File: src/rtl/i2c_eng_pkg.sv
package i2c_eng_pkg;

  typedef enum logic [1:0] {
    OP_START = 2'd0,
    OP_WRITE = 2'd1,
    OP_READ  = 2'd2,
    OP_STOP  = 2'd3
  } op_e;

  typedef enum logic [1:0] {
    PH_IDLE  = 2'd0,
    PH_START = 2'd1,
    PH_BYTE  = 2'd2,
    PH_STOP  = 2'd3
  } phase_e;

  localparam logic [1:0] QTR_FIRST = 2'd0;
  localparam logic [1:0] QTR_SAMPLE = 2'd1;
  localparam logic [1:0] QTR_LAST = 2'd3;

endpackage

File: src/rtl/i2c_qtick.sv
module i2c_qtick #(
  parameter int QUARTER_CLKS = 25
) (
  input  logic clk,
  input  logic rst_n,
  input  logic run,
  output logic tick
);
  localparam int CW = (QUARTER_CLKS > 2) ? $clog2(QUARTER_CLKS) : 1;
  localparam logic [CW-1:0] LAST = CW'(QUARTER_CLKS - 1);

  logic [CW-1:0] cnt_q, cnt_d;
  logic          cnt_en;

  assign cnt_en = run;
  assign tick   = run && (cnt_q == LAST);

  always_comb begin
    cnt_d = cnt_q;
    if (!cnt_en) begin
      cnt_d = '0;
    end else if (cnt_q == LAST) begin
      cnt_d = '0;
    end else begin
      cnt_d = cnt_q + 1'b1;
    end
  end

  always_ff @(posedge clk or negedge rst_n) begin
    if (!rst_n) begin
      cnt_q <= '0;
    end else begin
      cnt_q <= cnt_d;
    end
  end

  // quarter ticks never come back to back when a quarter spans two or more clocks
  assert_tick_gap_R3: assert property (@(posedge clk) disable iff (!rst_n)
    tick |=> !tick);

endmodule

File: src/rtl/i2c_shift.sv
module i2c_shift #(
  parameter int DATA_W = 8
) (
  input  logic              clk,
  input  logic              rst_n,
  input  logic              load,
  input  logic [DATA_W-1:0] load_data,
  input  logic              load_lsb_first,
  input  logic              shift_en,
  input  logic              rx_sample,
  input  logic              ack_sample,
  input  logic              line_in,
  output logic              tx_bit,
  output logic [DATA_W-1:0] rx_data,
  output logic              nack
);
  logic [DATA_W-1:0] tx_q, tx_d;
  logic [DATA_W-1:0] rx_q, rx_d;
  logic [DATA_W-1:0] tx_up, tx_down;
  logic              lsb_q, lsb_d;
  logic              nack_q, nack_d;

  genvar gi;
  generate
    for (gi = 0; gi < DATA_W; gi++) begin : g_bit
      if (gi == 0) begin : g_lo
        assign tx_up[gi] = 1'b0;
      end else begin : g_lo_n
        assign tx_up[gi] = tx_q[gi-1];
      end
      if (gi == DATA_W - 1) begin : g_hi
        assign tx_down[gi] = 1'b0;
      end else begin : g_hi_n
        assign tx_down[gi] = tx_q[gi+1];
      end
    end
  endgenerate

  assign tx_bit  = lsb_q ? tx_q[0] : tx_q[DATA_W-1];
  assign rx_data = rx_q;
  assign nack    = nack_q;

  always_comb begin
    tx_d   = tx_q;
    lsb_d  = lsb_q;
    rx_d   = rx_q;
    nack_d = nack_q;
    if (load) begin
      tx_d   = load_data;
      lsb_d  = load_lsb_first;
      nack_d = 1'b0;
    end else begin
      if (shift_en) begin
        tx_d = lsb_q ? tx_down : tx_up;
      end
      if (rx_sample) begin
        rx_d = {rx_q[DATA_W-2:0], line_in};
      end
      if (ack_sample) begin
        nack_d = line_in;
      end
    end
  end

  always_ff @(posedge clk or negedge rst_n) begin
    if (!rst_n) begin
      tx_q   <= '0;
      lsb_q  <= 1'b0;
      rx_q   <= '0;
      nack_q <= 1'b0;
    end else begin
      tx_q   <= tx_d;
      lsb_q  <= lsb_d;
      rx_q   <= rx_d;
      nack_q <= nack_d;
    end
  end

  // the transmit register moves only at a bit boundary, never while loading
  assert_tx_quiet_R7: assert property (@(posedge clk) disable iff (!rst_n)
    (!$past(shift_en) && !$past(load)) |-> $stable(tx_q));

endmodule

File: src/rtl/i2c_seq.sv
module i2c_seq
  import i2c_eng_pkg::*;
#(
  parameter int DATA_W = 8
) (
  input  logic       clk,
  input  logic       rst_n,
  input  logic       cmd_valid,
  input  logic [1:0] cmd_op,
  input  logic       cmd_last,
  input  logic       tick,
  input  logic       tx_bit,
  output logic       busy,
  output logic       done,
  output logic       run,
  output logic       load,
  output logic       shift_en,
  output logic       rx_sample,
  output logic       ack_sample,
  output logic       scl_oe,
  output logic       sda_oe
);
  localparam int BCW = $clog2(DATA_W + 1);
  localparam logic [BCW-1:0] ACK_SLOT = BCW'(DATA_W);

  phase_e         phase_q, phase_d;
  op_e            op_q, op_d;
  logic [1:0]     qtr_q, qtr_d;
  logic [BCW-1:0] bit_q, bit_d;
  logic           last_q, last_d;
  logic           hold_scl_q, hold_scl_d;
  logic           hold_sda_q, hold_sda_d;
  logic           done_q, done_d;
  logic           accept, data_slot, final_qtr;
  logic           drv_scl, drv_sda;

  assign accept    = cmd_valid && (phase_q == PH_IDLE);
  assign data_slot = bit_q < ACK_SLOT;
  assign final_qtr = (qtr_q == QTR_LAST) && ((phase_q != PH_BYTE) || !data_slot);

  // line drive for the current quarter (1 = pull low)
  always_comb begin
    drv_scl = hold_scl_q;
    drv_sda = hold_sda_q;
    case (phase_q)
      PH_IDLE: begin
        drv_scl = hold_scl_q;
        drv_sda = hold_sda_q;
      end
      PH_START: begin
        drv_scl = (qtr_q == QTR_FIRST) ? hold_scl_q : (qtr_q == QTR_LAST);
        drv_sda = qtr_q[1];
      end
      PH_BYTE: begin
        drv_scl = (qtr_q == QTR_FIRST) || (qtr_q == QTR_LAST);
        if (data_slot) begin
          drv_sda = (op_q == OP_WRITE) ? !tx_bit : 1'b0;
        end else begin
          drv_sda = (op_q == OP_READ) ? !last_q : 1'b0;
        end
      end
      PH_STOP: begin
        drv_scl = (qtr_q == QTR_FIRST);
        drv_sda = !qtr_q[1];
      end
      default: begin
        drv_scl = hold_scl_q;
        drv_sda = hold_sda_q;
      end
    endcase
  end

  always_comb begin
    phase_d    = phase_q;
    op_d       = op_q;
    qtr_d      = qtr_q;
    bit_d      = bit_q;
    last_d     = last_q;
    hold_scl_d = hold_scl_q;
    hold_sda_d = hold_sda_q;
    done_d     = 1'b0;
    if (accept) begin
      op_d   = op_e'(cmd_op);
      last_d = cmd_last;
      qtr_d  = QTR_FIRST;
      bit_d  = '0;
      case (op_e'(cmd_op))
        OP_START: phase_d = PH_START;
        OP_WRITE: phase_d = PH_BYTE;
        OP_READ:  phase_d = PH_BYTE;
        default:  phase_d = PH_STOP;
      endcase
    end else if (tick) begin
      if (final_qtr) begin
        phase_d    = PH_IDLE;
        done_d     = 1'b1;
        hold_scl_d = drv_scl;
        hold_sda_d = drv_sda;
      end else begin
        qtr_d = qtr_q + 2'd1;
        if (qtr_q == QTR_LAST) begin
          bit_d = bit_q + 1'b1;
        end
      end
    end
  end

  always_ff @(posedge clk or negedge rst_n) begin
    if (!rst_n) begin
      phase_q    <= PH_IDLE;
      op_q       <= OP_START;
      qtr_q      <= QTR_FIRST;
      bit_q      <= '0;
      last_q     <= 1'b0;
      hold_scl_q <= 1'b0;
      hold_sda_q <= 1'b0;
      done_q     <= 1'b0;
    end else begin
      phase_q    <= phase_d;
      op_q       <= op_d;
      qtr_q      <= qtr_d;
      bit_q      <= bit_d;
      last_q     <= last_d;
      hold_scl_q <= hold_scl_d;
      hold_sda_q <= hold_sda_d;
      done_q     <= done_d;
    end
  end

  assign busy       = (phase_q != PH_IDLE);
  assign run        = busy;
  assign done       = done_q;
  assign load       = accept;
  assign shift_en   = tick && (phase_q == PH_BYTE) && (qtr_q == QTR_LAST) &&
                      data_slot && (op_q == OP_WRITE);
  assign rx_sample  = tick && (phase_q == PH_BYTE) && (qtr_q == QTR_SAMPLE) &&
                      data_slot && (op_q == OP_READ);
  assign ack_sample = tick && (phase_q == PH_BYTE) && (qtr_q == QTR_SAMPLE) &&
                      !data_slot && (op_q == OP_WRITE);
  assign scl_oe     = drv_scl;
  assign sda_oe     = drv_sda;

  assert_end_scl_low_R4: assert property (@(posedge clk) disable iff (!rst_n)
    (done_q && (op_q != OP_STOP)) |-> scl_oe);

  assert_sda_stable_R4: assert property (@(posedge clk) disable iff (!rst_n)
    ((phase_q == PH_BYTE) && $past(phase_q == PH_BYTE) && !scl_oe && !$past(scl_oe))
      |-> $stable(sda_oe));

  assert_stop_release_R6: assert property (@(posedge clk) disable iff (!rst_n)
    (done_q && (op_q == OP_STOP)) |-> (!scl_oe && !sda_oe));

  assert_done_pulse_R11: assert property (@(posedge clk) disable iff (!rst_n)
    done_q |=> !done_q);

  assert_op_held_R11: assert property (@(posedge clk) disable iff (!rst_n)
    (busy && $past(busy)) |-> $stable(op_q));

endmodule

File: src/rtl/i2c_byte_engine.sv
module i2c_byte_engine #(
  parameter int QUARTER_CLKS = 25,
  parameter int DATA_W       = 8
) (
  input  logic              clk,
  input  logic              rst_n,
  input  logic              cmd_valid,
  input  logic [1:0]        cmd_op,
  input  logic [DATA_W-1:0] cmd_wdata,
  input  logic              cmd_lsb_first,
  input  logic              cmd_last,
  output logic              busy,
  output logic              done,
  output logic [DATA_W-1:0] rsp_data,
  output logic [7:0]        rsp_status,
  output logic              scl_o,
  output logic              scl_oe,
  input  logic              sda_i,
  output logic              sda_o,
  output logic              sda_oe
);
  logic [1:0] rsync_q;
  logic       rst_int_n;
  logic       run, tick, load, shift_en, rx_sample, ack_sample, tx_bit, nack;

  // asynchronous assertion, synchronous release
  always_ff @(posedge clk or negedge rst_n) begin
    if (!rst_n) begin
      rsync_q <= 2'b00;
    end else begin
      rsync_q <= {rsync_q[0], 1'b1};
    end
  end
  assign rst_int_n = rsync_q[1];

  i2c_qtick #(.QUARTER_CLKS(QUARTER_CLKS)) qtick_i (
    .clk   (clk),
    .rst_n (rst_int_n),
    .run   (run),
    .tick  (tick)
  );

  i2c_seq #(.DATA_W(DATA_W)) seq_i (
    .clk        (clk),
    .rst_n      (rst_int_n),
    .cmd_valid  (cmd_valid),
    .cmd_op     (cmd_op),
    .cmd_last   (cmd_last),
    .tick       (tick),
    .tx_bit     (tx_bit),
    .busy       (busy),
    .done       (done),
    .run        (run),
    .load       (load),
    .shift_en   (shift_en),
    .rx_sample  (rx_sample),
    .ack_sample (ack_sample),
    .scl_oe     (scl_oe),
    .sda_oe     (sda_oe)
  );

  i2c_shift #(.DATA_W(DATA_W)) shift_i (
    .clk            (clk),
    .rst_n          (rst_int_n),
    .load           (load),
    .load_data      (cmd_wdata),
    .load_lsb_first (cmd_lsb_first),
    .shift_en       (shift_en),
    .rx_sample      (rx_sample),
    .ack_sample     (ack_sample),
    .line_in        (sda_i),
    .tx_bit         (tx_bit),
    .rx_data        (rsp_data),
    .nack           (nack)
  );

  assign rsp_status = {7'd0, nack};
  assign scl_o      = 1'b0;
  assign sda_o      = 1'b0;

endmodule

File: config.mk
export PLATFORM = sky130hd
export DESIGN_NAME = i2c_byte_engine
export DESIGN_NICKNAME = d
export VERILOG_FILES = /design/src/rtl/i2c_eng_pkg.sv /design/src/rtl/i2c_qtick.sv /design/src/rtl/i2c_shift.sv /design/src/rtl/i2c_seq.sv /design/src/rtl/i2c_byte_engine.sv
export SDC_FILE = /design/constraint.sdc
export NUM_CORES = 1
export LEC_CHECK = 0
export ABC_AREA = 0
export BUFFER_PORTS_ARGS = -buffer_cell sky130_fd_sc_hd__buf_2
export CAP_MARGIN = 20
export CORE_MARGIN = 2
export CORE_UTILIZATION = 55
export DETAILED_ROUTE_END_ITERATION = 10
export GPL_ROUTABILITY_DRIVEN = 0
export PLACE_DENSITY = 0.85
export SKIP_LAST_GASP = 1
export SYNTH_ARGS = -nofsm -noshare
export SYNTH_HDL_FRONTEND = slang
export SYNTH_HIERARCHICAL = 1
export SYNTH_SLANG_ARGS = --single-unit
File: constraint.sdc
create_clock -name clk -period 1.6 [get_ports clk]
set_input_delay 0 -clock clk [delete_from_list [all_inputs] [get_ports clk]]
set_output_delay 0 -clock clk [all_outputs]
set_load 0.02 [all_outputs]
==> impl_metrics.env, run 1 <==
export IMPL_p_sw_frac=0.377
export IMPL_fin_crit_sh=1.20
export IMPL_vdd_drop_max_uv=1050
export IMPL_grt_overflow_total=0
export IMPL_cp_max_fo=8
export IMPL_leakage_nw=1.47
export IMPL_min_to="seq_i/op_q[0]"
export IMPL_final_layout_size_suffix_gt1_frac=0.430
export IMPL_r2r_setup_slack_ns=-0.31
export IMPL_drc_errors=0
export IMPL_cts_buffer_depth=2
export IMPL_fin_area_sq_um=3040
export IMPL_grt_use_total=0.259
export IMPL_fin_hold_ws_ns=0.00485
export IMPL_floorplan_initialDensity=0.582
export IMPL_ant_nets=0
export IMPL_register_area_sq_um=976
export IMPL_grt_first_pass_wirelength_mm=8.61
export IMPL_seq_area_frac_synth=0.448
export IMPL_period_minus_slack_ns=1.91
export IMPL_worstPathCellList="inv_2 -> ha_4 -> nand3_4 -> nor3_4 -> nand2_1 -> nor4_2 -> nor2b_4 -> buf_12 -> mux2_4"
export IMPL_num_nets_final=306
export IMPL_ys_ff_latch=39
export IMPL_io_buffers=28
export IMPL_slew_violations=0
export IMPL_ctsRootBufferMaster="clkbuf_8"
export IMPL_arrival_ns=2.09
export IMPL_critPathMaxStageDelay_ns=0.41
export IMPL_hold_path_class="in2reg"
export IMPL_intPower_w=0.00271
export IMPL_path_buf_inv=2
export IMPL_synth_cells=207
export IMPL_dp_hpwl_mm=3.06
export IMPL_cts_made_buffers=5
export IMPL_antenna_found_initial=0
export IMPL_maxCapViolCount=0
export IMPL_rsz0062_at_grt="true"
export IMPL_drtIter0Drc=148
export IMPL_cts_tree="yes"
export IMPL_grt_max_degree=35
export IMPL_p_clk_frac=0.149
export IMPL_post_drt_wl_per_cell_um=17.2
export IMPL_diodes=0
export IMPL_r2r_end="shift_i/rx_data[4]"
export IMPL_worst_slack_ns=-0.315
export IMPL_power_density_nw_per_um2=1430
export IMPL_crit_type="reg2reg"
export IMPL_vias=1813
export IMPL_seqPwrFrac=0.340
export IMPL_final_util=0.813
export IMPL_dieArea_sq_um=4480
export IMPL_io_pins=38
export IMPL_max_freq_ghz=0.522
export IMPL_htreeDepth=2
export IMPL_comb_power_share=0.511
export IMPL_fin_skew_ns=0.00407
export IMPL_clock_latency_ns=0.29
export IMPL_synth_distinct_cells=41
export IMPL_via_per_inst=5.46
export IMPL_die_h_um=66.9
export IMPL_nFillCells=201
export IMPL_die_w_um=66.9
export IMPL_area_growth_pct=39.8
export IMPL_required_ns=1.77
export IMPL_drtPass1Iterations=4
export IMPL_start_kind="flip-flop"
export IMPL_critPathTopFamily="simple AND/OR/NAND/NOR gates"
export IMPL_synth_area_per_cell_sq_um=10.5
export IMPL_placed_area_sq_um=2530
export IMPL_rr_worst_depth=9
export IMPL_outcome="complete, but fails checks"
export IMPL_violations="negative setup slack"
export IMPL_yosys_warnings=6
export IMPL_setup_viol=27
export IMPL_multi_input_area_sq_um=1210
export IMPL_clk_pin_slew_ns=0.08
export IMPL_rows=22
export IMPL_hold_start="cmd_op[0]"
export IMPL_wl_mm=5.71
export IMPL_end_kind="flip-flop"
export IMPL_hold_depth=3
export IMPL_core_sq_um=3740
export IMPL_hold_viol=0
export IMPL_clkSinkCount=39
export IMPL_worstReg2RegStart="qtick_i/cnt_q[0]"
export IMPL_grt_pass1_vias=1787
export IMPL_power_switching_w=0.00164
export IMPL_syn_area_sq_um=2180
export IMPL_slowest_stage="dfrtp_1"
## how the worst max path moves through the flow
stage | slack, ns | startpoint | end | cells after the start
finish | -0.31 | qtick_i/cnt_q[0] | shift_i/rx_data[4] | 9
global route | -0.40 | qtick_i/cnt_q[0] | shift_i/rx_data[7] | 9
global placement | -0.31 | qtick_i/cnt_q[0] | shift_i/rx_data[4] | 9
CTS | -0.32 | qtick_i/cnt_q[1] | shift_i/rx_data[4] | 9
detailed placement | -0.38 | qtick_i/cnt_q[0] | shift_i/rx_data[4] | 9
floorplan | -0.50 | seq_i/phase_q[1] | shift_i/rx_data[0] | 11
## cells in the mapped netlist
cell type / instances / share of area
mux2_1: 1 / 0.0052
and2_1: 1 / 0.0029
o211ai_1: 8 / 0.028
nor4_1: 1 / 0.0029
dfrtp_1: 39 / 0.45
nand3_1: 3 / 0.0069
buf_2: 4 / 0.0092
a21oi_1: 3 / 0.0069
a211o_1: 1 / 0.0040
a31oi_1: 4 / 0.011
inv_2: 1 / 0.0017
nor4b_1: 1 / 0.0040
nor2b_2: 1 / 0.0040
buf_4: 13 / 0.045
conb_1: 2 / 0.0034
xnor2_1: 2 / 0.0080
nand4bb_1: 1 / 0.0052
nand2b_1: 9 / 0.026
nand2_1: 17 / 0.029
nor2_1: 14 / 0.024
mux2_2: 3 / 0.016
nand3b_4: 1 / 0.0092
nand4b_1: 2 / 0.0080
inv_1: 13 / 0.022
o311a_1: 1 / 0.0046
buf_6: 3 / 0.016
nand3b_1: 4 / 0.014
ha_1: 7 / 0.040
nor2b_1: 4 / 0.011
o21ai_0: 1 / 0.0023
nor3b_1: 1 / 0.0034
a22o_1: 4 / 0.016
o21ai_1: 5 / 0.011
o21bai_1: 1 / 0.0034
mux2_4: 9 / 0.062
mux2i_1: 8 / 0.037
a2bb2oi_1: 1 / 0.0040
or3b_1: 6 / 0.024
o21ai_2: 1 / 0.0040
nor3_1: 5 / 0.011
a41oi_1: 1 / 0.0040
## layout make-up
| class | instances | share of cell area |
|---|---|---|
| Clock buffer | 7 | 0.0251 |
| Clock inverter | 1 | 0.00164 |
| Inverter | 14 | 0.0197 |
| Multi-Input combinational cell | 142 | 0.399 |
| Sequential cell | 39 | 0.321 |
| Tap cell | 48 | 0.0197 |
| Timing Repair Buffer | 81 | 0.214 |
## metrics by stage
| step | setup slack, ns | TNS, ns | cells | total power, W |
|---|---|---|---|---|
| global route | -0.397 | -7.73 | 332 | 0.00458 |
| finish | -0.315 | -5.67 | 332 | 0.00435 |
| detailed placement | -0.377 | -6.40 | 298 | 0.00297 |
| CTS | -0.324 | -5.59 | 326 | 0.00408 |
| global placement | -0.306 | -4.71 | 298 | 0.00291 |
| floorplan | -0.500 | -6.47 | 215 | 0.00252 |
## per-layer routing
layer | routed length, um | up-vias | track usage
li1 | - | 844 | -
met5 | 0 | - | 0
met1 | 2450 | 888 | 0.329
met4 | 128 | 0 | 0.0765
met3 | 247 | 16 | 0.0608
met2 | 2880 | 65 | 0.436
## tightest hold or removal path: cells and delay by family
| family | cells | cell delay, ns |
|---|---|---|
| compound gates | 1 | 0.08 |
| buf+inv | 2 | 0.17 |
## power groups by stage
| stage | combinational (W) | sequential [W] | clock [W] |
|---|---|---|---|
| floorplan | 0.00110 | 0.00142 | 0 |
| global placement | 0.00148 | 0.00144 | 0 |
| detailed placement | 0.00153 | 0.00145 | 0 |
| CTS | 0.00197 | 0.00145 | 0.000653 |
| global route | 0.00237 | 0.00151 | 0.000702 |
| finish | 0.00222 | 0.00148 | 0.000650 |
## cell usage in the layout, fill, tap and decap left out, types with 8 or more instances in the layout
| master | n |
|---|---|
| nor2_1 | 9 |
| buf_2 | 26 |
| dlygate4sd3_1 | 11 |
| o211ai_1 | 8 |
| dfrtp_1 | 39 |
| nand2_1 | 16 |
| buf_4 | 34 |
| conb_1 | 10 |
| mux2_4 | 11 |
| mux2i_1 | 8 |
## flip-flops by register name, summed over array words and instances, names as in the netlist
| signal | count |
|---|---|
| shift_i/rx_data | 8 |
| shift_i/nack | 1 |
| shift_i/lsb_q | 1 |
| seq_i/op_q | 2 |
| seq_i/last_q | 1 |
| rsync_q | 2 |
| seq_i/hold_sda_q | 1 |
| seq_i/bit_q | 4 |
| seq_i/hold_scl_q | 1 |
| seq_i/done | 1 |
| seq_i/phase_q | 2 |
| qtick_i/cnt_q | 5 |
| seq_i/qtr_q | 2 |
| shift_i/tx_q | 8 |
## kinds of logic (layout without fill, tap and decap cells)
logic type / after synthesis / in the layout / synth area share
other: 2 / 10 / 0.00345
buffers and inverters: 34 / 103 / 0.0937
adder cells (fa/ha/maj): 7 / 7 / 0.0402
multiplexers: 21 / 21 / 0.120
XOR/XNOR: 2 / 2 / 0.00805
flip-flops: 39 / 39 / 0.448
AND/OR/NAND/NOR: 71 / 71 / 0.187
AO/OA/AOI/OAI: 31 / 31 / 0.100
## timing repair
action                                 CTS  global route
pin swaps                               13             2
gates cloned                             0             1
hold buffers                            11             0
buffers inserted                         9             5
endpoints found under the hold margin   12             0
resized for setup                       31             8
setup endpoints to repair               26            31
Power figures use the tool's default switching activity.
==> inputs of run 2 (changes only) <==
Settings changed: ABC_AREA 0 to 1, CORE_UTILIZATION 55 to 56, PLACE_DENSITY 0.85 to 0.86.
==> run 2 against run 1 <==
  * The run still ends with negative setup slack left
  * Clock skew shrank 0.00061 ns
  * Register-to-register slack gained 0.09 ns
  * Area after synthesis grew 1.1%
  * Largest cell class unchanged
  * Largest power group unchanged
==> impl_metrics.env, run 2 <==
export IMPL_area_growth_pct=40.5
export IMPL_arrival_ns=2.02
export IMPL_fin_tns_setup_ns=-3.33
export IMPL_rows=22
export IMPL_power_density_nw_per_um2=1540
export IMPL_ys_top_cells_by_count="113 x nand2_1, 39 x dfrtp_1, 30 x inv_1, 21 x nand3_1, 17 x nor2_1"
export IMPL_setup_viol=19
export IMPL_yosys_area_top_type_share=0.443
export IMPL_period_minus_slack_ns=1.82
export IMPL_io_pins=38
export IMPL_seq_area_frac_synth=0.443
export IMPL_ys_ff_latch=39
export IMPL_grt_first_pass_wirelength_mm=9.51
export IMPL_grt_pass1_vias=2209
export IMPL_nFillCells=222
export IMPL_vdd_drop_max_uv=1150
export IMPL_drtIter0Drc=200
export IMPL_final_util=0.833
export IMPL_die_w_um=66.7
export IMPL_place_ws_ns=-0.238
export IMPL_num_nets_final=398
export IMPL_grt_use_total=0.292
export IMPL_synth_cells=289
export IMPL_layout_commonest_cell="nand2_1"
export IMPL_synth_edff_count=0
export IMPL_fin_crit_sh=1.14
export IMPL_cts_tree="yes"
export IMPL_diodes=0
export IMPL_stdcell_count=424
export IMPL_rr_worst_depth=14
export IMPL_synth_ff_type="dfrtp_1"
export IMPL_yosysTopAreaCell="dfrtp_1"
export IMPL_outcome="complete, but fails checks"
export IMPL_cts_made_buffers=5
export IMPL_grt_overflow_total=0
export IMPL_required_ns=1.80
export IMPL_via_per_inst=5.17
export IMPL_violations="negative setup slack"
export IMPL_final_layout_size_suffix_gt1_frac=0.351
export IMPL_cts_buffer_depth=2
export IMPL_syn_area_sq_um=2200
export IMPL_ctsRootBufferMaster="clkbuf_8"
export IMPL_leakage_nw=1.73
export IMPL_vias=2191
export IMPL_hold_path_class="reg2async"
export IMPL_dp_hpwl_mm=3.42
export IMPL_slew_violations=0
export IMPL_antenna_found_initial=0
export IMPL_clkSinkCount=39
export IMPL_wl_mm=6.01
export IMPL_synth_area_per_cell_sq_um=7.62
export IMPL_synth_most_common_cell="nand2_1"
export IMPL_clock_latency_ns=0.30
export IMPL_grt_max_degree=38
export IMPL_yosys_top_cells_area="dfrtp_1 44%, nand2_1 19%, inv_1 5.1%, nand3_1 4.8%, ha_1 4.0%"
export IMPL_crit_type="reg2reg"
export IMPL_post_drt_wl_per_cell_um=14.2
export IMPL_dp_cells=390
export IMPL_drtPass1Iterations=4
export IMPL_core_sq_um=3720
export IMPL_end_kind="flip-flop"
export IMPL_die_h_um=66.7
export IMPL_maxCapViolCount=0
export IMPL_yosys_warnings=6
export IMPL_rsz0062_at_grt="true"
export IMPL_start_kind="flip-flop"
export IMPL_max_freq_ghz=0.548
export IMPL_synth_distinct_cells=27
export IMPL_async_reset_ff_frac=1.00
export IMPL_drc_errors=0
export IMPL_p_total_w=0.00478
export IMPL_hold_viol=0
export IMPL_clk_pin_slew_ns=0.08
export IMPL_fin_skew_ns=0.00346
export IMPL_io_buffers=28
export IMPL_dieArea_sq_um=4450
export IMPL_cp_max_fo=6
export IMPL_htreeDepth=2
export IMPL_ant_nets=0
export IMPL_worst_slack_ns=-0.223
export IMPL_final_cell_mix="102 x nand2_1, 38 x dfrtp_1, 37 x buf_4"
export IMPL_floorplan_initialDensity=0.593
==> run 2: layout make-up <==
class,instances,area (sq um),area share
sequential,39,977,0.316
clock buffer,6,82.6,0.0267
tap,48,60.1,0.0194
inverter,32,125,0.0404
clock inverter,2,35.0,0.0113
timing repair buffer,86,648,0.209
multi-input combinational,211,1170,0.377
==> run 2: final timing paths <==
check,from,end,slack (ns)
min in group clk,cmd_valid,seq_i/last_q,0.29
min,rsync_q[1],qtick_i/cnt_q[1],0.29
max,qtick_i/cnt_q[1],shift_i/rx_data[4],-0.22
max in group asynchronous,rst_n,rsync_q[0],0.93
min reg2reg,rsync_q[1],qtick_i/cnt_q[1],0.29
max reg2reg,qtick_i/cnt_q[1],shift_i/rx_data[4],-0.22
==> run 2: per-stage QoR <==
stage	hold slack (ns)	area, sq um
2_1_floorplan	-0.296	2280
3_5_place_dp	-0.214	2600
3_3_place_gp	-0.214	2600
4_1_cts	0.246	3020
6_report	0.292	3090
5_1_grt	0.322	3090
==> run 2: repair_timing <==
item,CTS,global route
setup buffers,8,2
gates resized for setup,26,21
gates cloned,1,0
hold endpoints to repair,16,0
pin swaps,16,12
hold buffers,15,0
setup endpoints to repair,19,27
==> run 2: routing by layer <==
metal	global-route usage	share of wire	vias to the layer above
li1	-	-	1051
met1	0.316	0.37	1024
met2	0.528	0.55	90
met3	0.0726	0.050	26
met4	0.143	0.038	0
met5	0	0	-
==> run 2: critical path: stages (launching register included) <==
cell and delay (ns):
dfrtp_1 0.39, inv_1 0.06, ha_1 0.13, nand2_1 0.06, inv_1 0.07, nand2_2 0.08, nor2_4 0.10, inv_2 0.06
nor2_4 0.10, nand2_2 0.07, nor4_2 0.14, buf_4 0.20, nand2_2 0.10, nand2_1 0.09, nand2_1 0.05
==> run 2: logic make-up after synthesis <==
kind of cell,count (synthesis),synth area share
fa+ha+maj,7,0.0398
xor+xnor,2,0.00796
compound gates,16,0.0443
simple gates,175,0.352
flops,39,0.443
buf+inv,48,0.109
other cells,2,0.00341
==> run 2: where the power goes <==
part	internal, W	switching, W	total, W
Combinational	0.00103	0.00129	0.00232
Clock	0.000505	0.000364	0.000869
Sequential	0.00130	0.000286	0.00159
Total	0.00284	0.00194	0.00478
